<file path="src/rtl/cfg_loader_pkg.sv">
package cfg_loader_pkg;
  localparam int unsigned DEF_WORD_W      = 24;
  localparam int unsigned DEF_ADDR_W      = 2;
  localparam int unsigned DEF_SYNC_STAGES = 2;
endpackage

</file>
<file path="src/rtl/cfg_loader_sync.sv">
module cfg_loader_sync #(
  parameter int unsigned W      = 1,
  parameter int unsigned STAGES = 2
) (
  input  logic         clk_i,
  input  logic         rst_ni,
  input  logic [W-1:0] d_i,
  output logic [W-1:0] q_o
);
  logic [W-1:0] stg_q [STAGES];

  always_ff @(posedge clk_i or negedge rst_ni) begin
    if (!rst_ni) begin
      for (int s = 0; s < int'(STAGES); s++) stg_q[s] <= '0;
    end else begin
      stg_q[0] <= d_i;
      for (int s = 1; s < int'(STAGES); s++) stg_q[s] <= stg_q[s-1];
    end
  end

  assign q_o = stg_q[STAGES-1];
endmodule

</file>
<file path="src/rtl/cfg_loader_edge.sv">
module cfg_loader_edge #(
  parameter int unsigned W = 1
) (
  input  logic         clk_i,
  input  logic         rst_ni,
  input  logic [W-1:0] lvl_i,
  output logic [W-1:0] rise_o
);
  logic [W-1:0] last_q;

  always_ff @(posedge clk_i or negedge rst_ni) begin
    if (!rst_ni) last_q <= '0;
    else         last_q <= lvl_i;
  end

  assign rise_o = lvl_i & ~last_q;
endmodule

</file>
<file path="src/rtl/cfg_loader_shifter.sv">
module cfg_loader_shifter #(
  parameter int unsigned WORD_W = 24
) (
  input  logic              clk_i,
  input  logic              rst_ni,
  input  logic              clr_i,
  input  logic              shift_i,
  input  logic              bit_i,
  output logic [WORD_W-1:0] word_o
);
  logic [WORD_W-1:0] word_q;

  always_ff @(posedge clk_i or negedge rst_ni) begin
    if (!rst_ni)      word_q <= '0;
    else if (clr_i)   word_q <= '0;
    else if (shift_i) word_q <= {word_q[WORD_W-2:0], bit_i};
  end

  assign word_o = word_q;
endmodule

</file>
<file path="src/rtl/cfg_loader_bank.sv">
module cfg_loader_bank #(
  parameter int unsigned WORD_W   = 24,
  parameter int unsigned ADDR_W   = 2,
  parameter int unsigned NUM_REGS = 4
) (
  input  logic                       clk_i,
  input  logic                       rst_ni,
  input  logic                       clr_i,
  input  logic                       wr_i,
  input  logic [ADDR_W-1:0]          idx_i,
  input  logic [WORD_W-1:0]          word_i,
  output logic [NUM_REGS*WORD_W-1:0] regs_o
);
  for (genvar g = 0; g < int'(NUM_REGS); g++) begin : g_ent
    logic [WORD_W-1:0] ent_q;
    always_ff @(posedge clk_i or negedge rst_ni) begin
      if (!rst_ni)                             ent_q <= '0;
      else if (clr_i)                          ent_q <= '0;
      else if (wr_i && idx_i == ADDR_W'(g))    ent_q <= word_i;
    end
    assign regs_o[g*WORD_W +: WORD_W] = ent_q;
  end
endmodule

</file>
<file path="src/rtl/cfg_serial_loader.sv">
module cfg_serial_loader #(
  parameter int unsigned WORD_W      = cfg_loader_pkg::DEF_WORD_W,
  parameter int unsigned ADDR_W      = cfg_loader_pkg::DEF_ADDR_W,
  parameter int unsigned SYNC_STAGES = cfg_loader_pkg::DEF_SYNC_STAGES,
  localparam int unsigned NUM_REGS   = 1 << ADDR_W
) (
  input  logic                       clk_i,
  input  logic                       rst_ni,
  input  logic                       ce_i,
  input  logic                       sclk_i,
  input  logic                       sdata_i,
  input  logic                       sload_i,
  output logic [NUM_REGS*WORD_W-1:0] regs_o,
  output logic                       wr_stb_o,
  output logic [ADDR_W-1:0]          wr_idx_o
);
  logic [2:0]        pin_s;     // {load, data, clk}
  logic [1:0]        rise_s;    // {load, clk}
  logic [WORD_W-1:0] word;
  logic              shift_en, load_go, clr;
  logic              stb_q;
  logic [ADDR_W-1:0] idx_q;

  cfg_loader_sync #(.W(3), .STAGES(SYNC_STAGES)) u_sync (
    .clk_i (clk_i),
    .rst_ni(rst_ni),
    .d_i   ({sload_i, sdata_i, sclk_i}),
    .q_o   (pin_s)
  );

  cfg_loader_edge #(.W(2)) u_edge (
    .clk_i (clk_i),
    .rst_ni(rst_ni),
    .lvl_i ({pin_s[2], pin_s[0]}),
    .rise_o(rise_s)
  );

  assign clr      = ~ce_i;
  // clock rises during a held load are dropped so the word stays intact
  assign shift_en = ce_i & rise_s[0] & ~pin_s[2];
  assign load_go  = ce_i & rise_s[1];

  cfg_loader_shifter #(.WORD_W(WORD_W)) u_shift (
    .clk_i  (clk_i),
    .rst_ni (rst_ni),
    .clr_i  (clr),
    .shift_i(shift_en),
    .bit_i  (pin_s[1]),
    .word_o (word)
  );

  cfg_loader_bank #(.WORD_W(WORD_W), .ADDR_W(ADDR_W), .NUM_REGS(NUM_REGS)) u_bank (
    .clk_i (clk_i),
    .rst_ni(rst_ni),
    .clr_i (clr),
    .wr_i  (load_go),
    .idx_i (word[ADDR_W-1:0]),
    .word_i(word),
    .regs_o(regs_o)
  );

  always_ff @(posedge clk_i or negedge rst_ni) begin
    if (!rst_ni) begin
      stb_q <= 1'b0;
      idx_q <= '0;
    end else begin
      stb_q <= load_go;
      if (load_go) idx_q <= word[ADDR_W-1:0];
    end
  end

  assign wr_stb_o = stb_q;
  assign wr_idx_o = idx_q;
endmodule

</file>
<file path="config.mk">
export PLATFORM = sky130hd
export DESIGN_NAME = cfg_serial_loader
export DESIGN_NICKNAME = d
export VERILOG_FILES = /design/src/rtl/cfg_loader_pkg.sv /design/src/rtl/cfg_loader_sync.sv /design/src/rtl/cfg_loader_edge.sv /design/src/rtl/cfg_loader_shifter.sv /design/src/rtl/cfg_loader_bank.sv /design/src/rtl/cfg_serial_loader.sv
export SDC_FILE = /design/constraint.sdc
export NUM_CORES = 1
export LEC_CHECK = 0
export ABC_CLOCK_PERIOD_IN_PS = 4300
export BUFFER_PORTS_ARGS = -buffer_cell sky130_fd_sc_hd__buf_4
export CORE_MARGIN = 10
export CORE_UTILIZATION = 25
export CTS_CLUSTER_DIAMETER = 50
export DETAILED_ROUTE_END_ITERATION = 12
export SETUP_SLACK_MARGIN = 0.02
export SYNTH_ARGS = -nofsm -noshare
export SYNTH_HDL_FRONTEND = slang
export SYNTH_SLANG_ARGS = --single-unit
</file>
<file path="constraint.sdc">
create_clock -name clk_i -period 4.3 [get_ports clk_i]
set_input_delay 0.645 -clock clk_i [delete_from_list [all_inputs] [get_ports clk_i]]
set_output_delay 0.645 -clock clk_i [all_outputs]
set_load 0.02 [all_outputs]
</file>
Word level (Yosys, flattened, before mapping)
Index checks and enable logic that the tools add are counted.
Widths: inputs -> output; s select.
Word-level totals
  bits in registers: 131
  output and inout bits: 99
  logic and storage cells: 39
Operators by class
  equality and inequality tests: 8
  mux-type cells: 10
  bitwise gates (word level): 6
  reductions and logical operators: 5
Operators with widths (number)
  $mux 24: 10
  $ne 2x1->1 const B: 5
  $eq 2x2->1 const B: 2
  $logic_and 1x1->1: 4
  $and 1x1->1: 3
  $and 2x2->2: 1
  $eq 2x1->1 const B: 1
  $logic_not 2->1: 1
  $not 2->2: 1
  $not 1->1: 1

Longest topological paths before layout
  word-level depth: 6
  depth in mapped cells: 7
  mapped depth without buffers: 3

By module
From an unflattened synthesis, not the netlist that was laid out.
Unflattened totals
  cells, all modules: 440
  area total of the unflattened synthesis: 5657.9 µm²
By module, submodules not included
  cfg_loader_bank: times used 1, cells an instance 341, area each 4291.6 µm², seq. area each 2402.3 µm²
  cfg_loader_shifter: times used 1, cells an instance 77, area each 989.7 µm², seq. area each 600.6 µm²
  cfg_loader_sync: times used 1, cells an instance 9, area each 172.7 µm², seq. area each 150.1 µm²
  cfg_serial_loader: times used 1, cells an instance 9, area each 126.4 µm², seq. area each 75.1 µm²
  cfg_loader_edge: times used 1, cells an instance 4, area each 77.6 µm², seq. area each 50.0 µm²

Worst setup path after synthesis
Ideal clock, no wire load.
  kind: input -> register
  from: input port ce_i
  to: register u_bank.g_ent[3].ent_q[0]
  arrival time: 1.568 ns
  required time: 4.182 ns
  slack: 2.613 ns
  stages on the path: 7
  buffers on the path: 4
  cells stage by stage: buf_6 and2_4 buf_6 and3_4 buf_6 buf_6 a21o_1
Between the ends
  word-level cells in the longest chain between the ends: 3
  elaborated cells on any way between the ends: 4
  those cells by class: eq/ne: 1; mux: 1; bitwise: 1; reduce/logical: 1
RTL lines
  start, declared: line cfg_serial_loader.sv:9  | input logic ce_i,
  $and 1x1->1: line cfg_serial_loader.sv:41  | assign load_go = ce_i & rise_s[1];
  $logic_and 1x1->1: line cfg_loader_bank.sv:19  | else if (wr_i && idx_i == ADDR_W'(g)) ent_q <= word_i;
  $ne 2x1->1 (no source line)
  end signal, assigned: line cfg_loader_bank.sv:19
  end, declared: line cfg_loader_bank.sv:15  | logic [WORD_W-1:0] ent_q;
Several ways; a longest one is shown, not always the timed one.
A chain may end at the register's enable or synchronous reset.

Worst setup path after layout
  from: register u_shift.word_q[0], in the netlist u_shift.word_o[0]
  to: register u_bank.g_ent[2].ent_q[9]
Between the ends
  word-level cells in the longest chain between the ends: 3
RTL lines
  start, declared: line cfg_loader_shifter.sv:11  | logic [WORD_W-1:0] word_q;
  start signal, assigned: line cfg_loader_shifter.sv:16  | else if (shift_i) word_q <= {word_q[WORD_W-2:0], bit_i};
  $eq 2x2->1: line cfg_loader_bank.sv:19
  $logic_and 1x1->1: line cfg_loader_bank.sv:19
  $ne 2x1->1 (no source line)
  end signal, assigned: line cfg_loader_bank.sv:19
  end, declared: line cfg_loader_bank.sv:15
Every way passes these cells.

==> summary.txt <==
Run status
  – Status: completed

Placement
  – Placed wire-length estimate: 10,030 µm
  – IO buf count: 104
  – GPL Wtd Cong: 0.7285

Power
  – Gate power share: 2.9%
  – VDD IR max: 0.2488 mV
  – Clock Power Share: 53.5%
  – Sw Pwr: 0.6091 mW
  – Net Sw Frac: 21.39%
  – P_int: 2.239 mW
  – Power density over the cells: 412.0 nW/µm²
  – Leakage power total: 3.145 nW
  – Sequential share of power: 43.6%

Clocking
  – Clock sink count: 131
  – CTS tree: done
  – Cts-stage hold buffer count: 0
  – Worst skew pair latency: 0.41 ns
  – Post-CTS Setup Bufs: 0
  – Clock transition at the registers of the reported paths: 0.05 ns
  – Post-CTS Resized: 0
  – Cts bufs inserted: 17
  – Root buffer cell: clkbuf_16
  – Clock Tree Buf Depth: 2
  – H-tree depth: 4

Drt
  – DRC: 0
  – Initial DRC count: 268
  – ANT nets after route: 0
  – WL final: 14,820 µm
  – Drt pass-1 iters: 6
  – DR vias: 3,892
  – Vias/cell: 4.398
  – Post-DR wirelength/cell: 16.74 µm

Global routing
  – Largest net degree at the start of global routing: 109
  – Vias in the first global route: 3,996
  – Antenna violations before repair: 0
  – Aggregate global-route resource usage: 10.81%
  – First-pass GRT wire length: 24,020 µm
  – Overflow after GRT: 0

Critical path
  – Worst Setup End Kind: flip-flop
  – Crit path kind: reg2reg
  – Crit. Startpoint: u_shift.word_o[0]
  – Reg2Reg Setup Slack: 1.79 ns
  – Critical path peak fanout: 26
  – Worst EP required: 4.55 ns
  – Crit path cell chain: nor3b_4 -> and2_1 -> o21ai_1
  – Worst EP arrival: 2.76 ns
  – Slowest CP cell: and2_1
  – Largest stage delay, worst path: 0.86 ns
  – Worst r2r src: u_shift.word_o[0]
  – Critical Path Source Type: flip-flop
  – Bufs and invs on worst path: 0
  – Delay-heaviest family, CP: simple AND/OR/NAND/NOR gates

Yosys
  – Yosys reg bits: 131
  – Synth top area share: 61.17%
  – Synth top area cells: dfrtp_1 (61%), nand2_1 (11%), mux2i_1 (8.2%)
  – Syn_area_per_cell: 10.47 µm²
  – Largest area contributor in the netlist: dfrtp_1
  – Syn Inst Count: 512
  – Netlist cell types: 23
  – Synth Net Count: 518
  – Register area share after synthesis: 61.17%
  – Yosys warns: 0
  – Syn Std Cell Area: 5359 µm²

Floorplan
  – Die area: 27,690 µm²
  – Die width: 166.4 µm
  – I/O pins: 105
  – CORE AREA: 21,090 µm²
  – Initial Util: 25.41%
  – Die height: 166.4 µm
  – FP Rows: 53

Final layout
  – Most common cell after layout, fill and taps aside: nand2_1
  – Commonest cells after routing, fill and taps aside: nand2_1 (162), dfrtp_1 (131), buf_4 (107)
  – Layout cells sized above 1: 23.77%
  – Layout area overhead: 29.00%
  – Ant diodes: 0
  – Nets: 603

Timing
  – Slew @ Worst Pin: 1.041 ns
  – Final setup fails: 0
  – Count of final max-slew check failures: 0
  – Period utilization: 58.37%
  – Layout Skew: 0.006498 ns
  – Setup TNS: 0 ns
  – Max_slew headroom: 30.61%
  – Unrepaired setup endpoints after global routing: no
  – Tmin final: 2.510 ns
  – Hold Slack: 0.3145 ns
  – Fmax: 0.3984 GHz
  – Final hold vios: 0

Hold path
  – Hold WC Path Type: in2async

Run
  – Max_cap viols: 0
-- registers in the layout, summed over array words and instances, names as in the netlist --
register / flops
u_bank.g_ent.ent_q: 96
u_shift.word_o: 24
u_sync.q_o: 3
u_sync.stg_q: 3
u_edge.last_q: 2
wr_idx_o: 2
wr_stb_o: 1
-- logic make-up (layout without fill, tap and decap cells) --
| kind of cell | count (synthesis) | count (layout) | share of synthesized area, % |
|---|---|---|---|
| AOI/OAI and AO/OA | 72 | 72 | 8.032 |
| and+or+nand+nor | 220 | 220 | 17.65 |
| muxes | 46 | 46 | 8.639 |
| buffers and inverters | 43 | 141 | 4.506 |
| DFF | 131 | 131 | 61.17 |
-- routing by layer --
| layer | routed length (µm) | share of wire, % | track usage, % | vias up |
|---|---|---|---|---|
| li1 | - | - | - | 1865 |
| met1 | 6917 | 47 | 14.25 | 1916 |
| met2 | 6467 | 44 | 15.36 | 102 |
| met3 | 1291 | 8.7 | 5.342 | 9 |
| met4 | 138 | 0.93 | 2.749 | 0 |
| met5 | 0 | 0 | 0 | - |
-- area by class of cell --
cell class                 instances  area [µm²]
clock buffer                      19       442.9
clock inverter                    13       183.9
fill                            2170       14170
inverter                           1       3.754
multi-input combinational        338        1846
sequential                       131        3278
tap                              275       344.1
timing repair buffer             108       814.5
-- Yosys cell counts --
cell type	n
clkbuf_1	24
inv_1	1
buf_6	8
nor2_1	2
a21boi_1	24
o21ai_1	44
buf_2	7
nand3_1	44
buf_1	2
dfrtp_1	131
and3_4	2
a21o_1	4
nor2b_4	1
mux2_1	2
nand2_1	162
mux2i_1	44
and2_4	1
buf_8	1
nor3b_2	2
and3_1	2
or3b_1	1
and2_1	2
nor2b_1	1
-- power groups by stage --
| stage | clock network [mW] | registers [mW] | logic, mW |
|---|---|---|---|
| 3_3_place_gp | 0 | 1.26 | 0.0862 |
| 5_1_grt | 1.63 | 1.24 | 0.0944 |
| 3_5_place_dp | 0 | 1.26 | 0.0862 |
| 6_report | 1.52 | 1.24 | 0.0827 |
| 4_1_cts | 1.56 | 1.24 | 0.0863 |
| 2_1_floorplan | 0 | 1.26 | 0.0451 |
-- path summary, 6_finish.rpt --
check                                             to  depth (start not counted)
min                         u_bank.g_ent[2].ent_q[8]                          1
min in group clk_i                   u_sync.stg_q[3]                          1
max in group asynchronous  u_bank.g_ent[3].ent_q[12]                          2
max                         u_bank.g_ent[2].ent_q[9]                          3
max reg2reg                 u_bank.g_ent[2].ent_q[9]                          3
min reg2reg                            u_sync.q_o[0]                          0
-- metrics by stage --
step	utilization, %	setup WS, ns	std cells	area, µm²	total power, mW
after global routing	32.78	1.496	885	6913	2.964
after detailed placement	29.81	1.555	853	6286	1.350
after global placement	29.81	1.575	853	6286	1.350
after CTS	32.78	1.761	885	6913	2.890
after floorplan	-	2.613	512	5359	1.310
final	32.78	1.790	885	6913	2.848
Power figures use the tool's default switching activity.
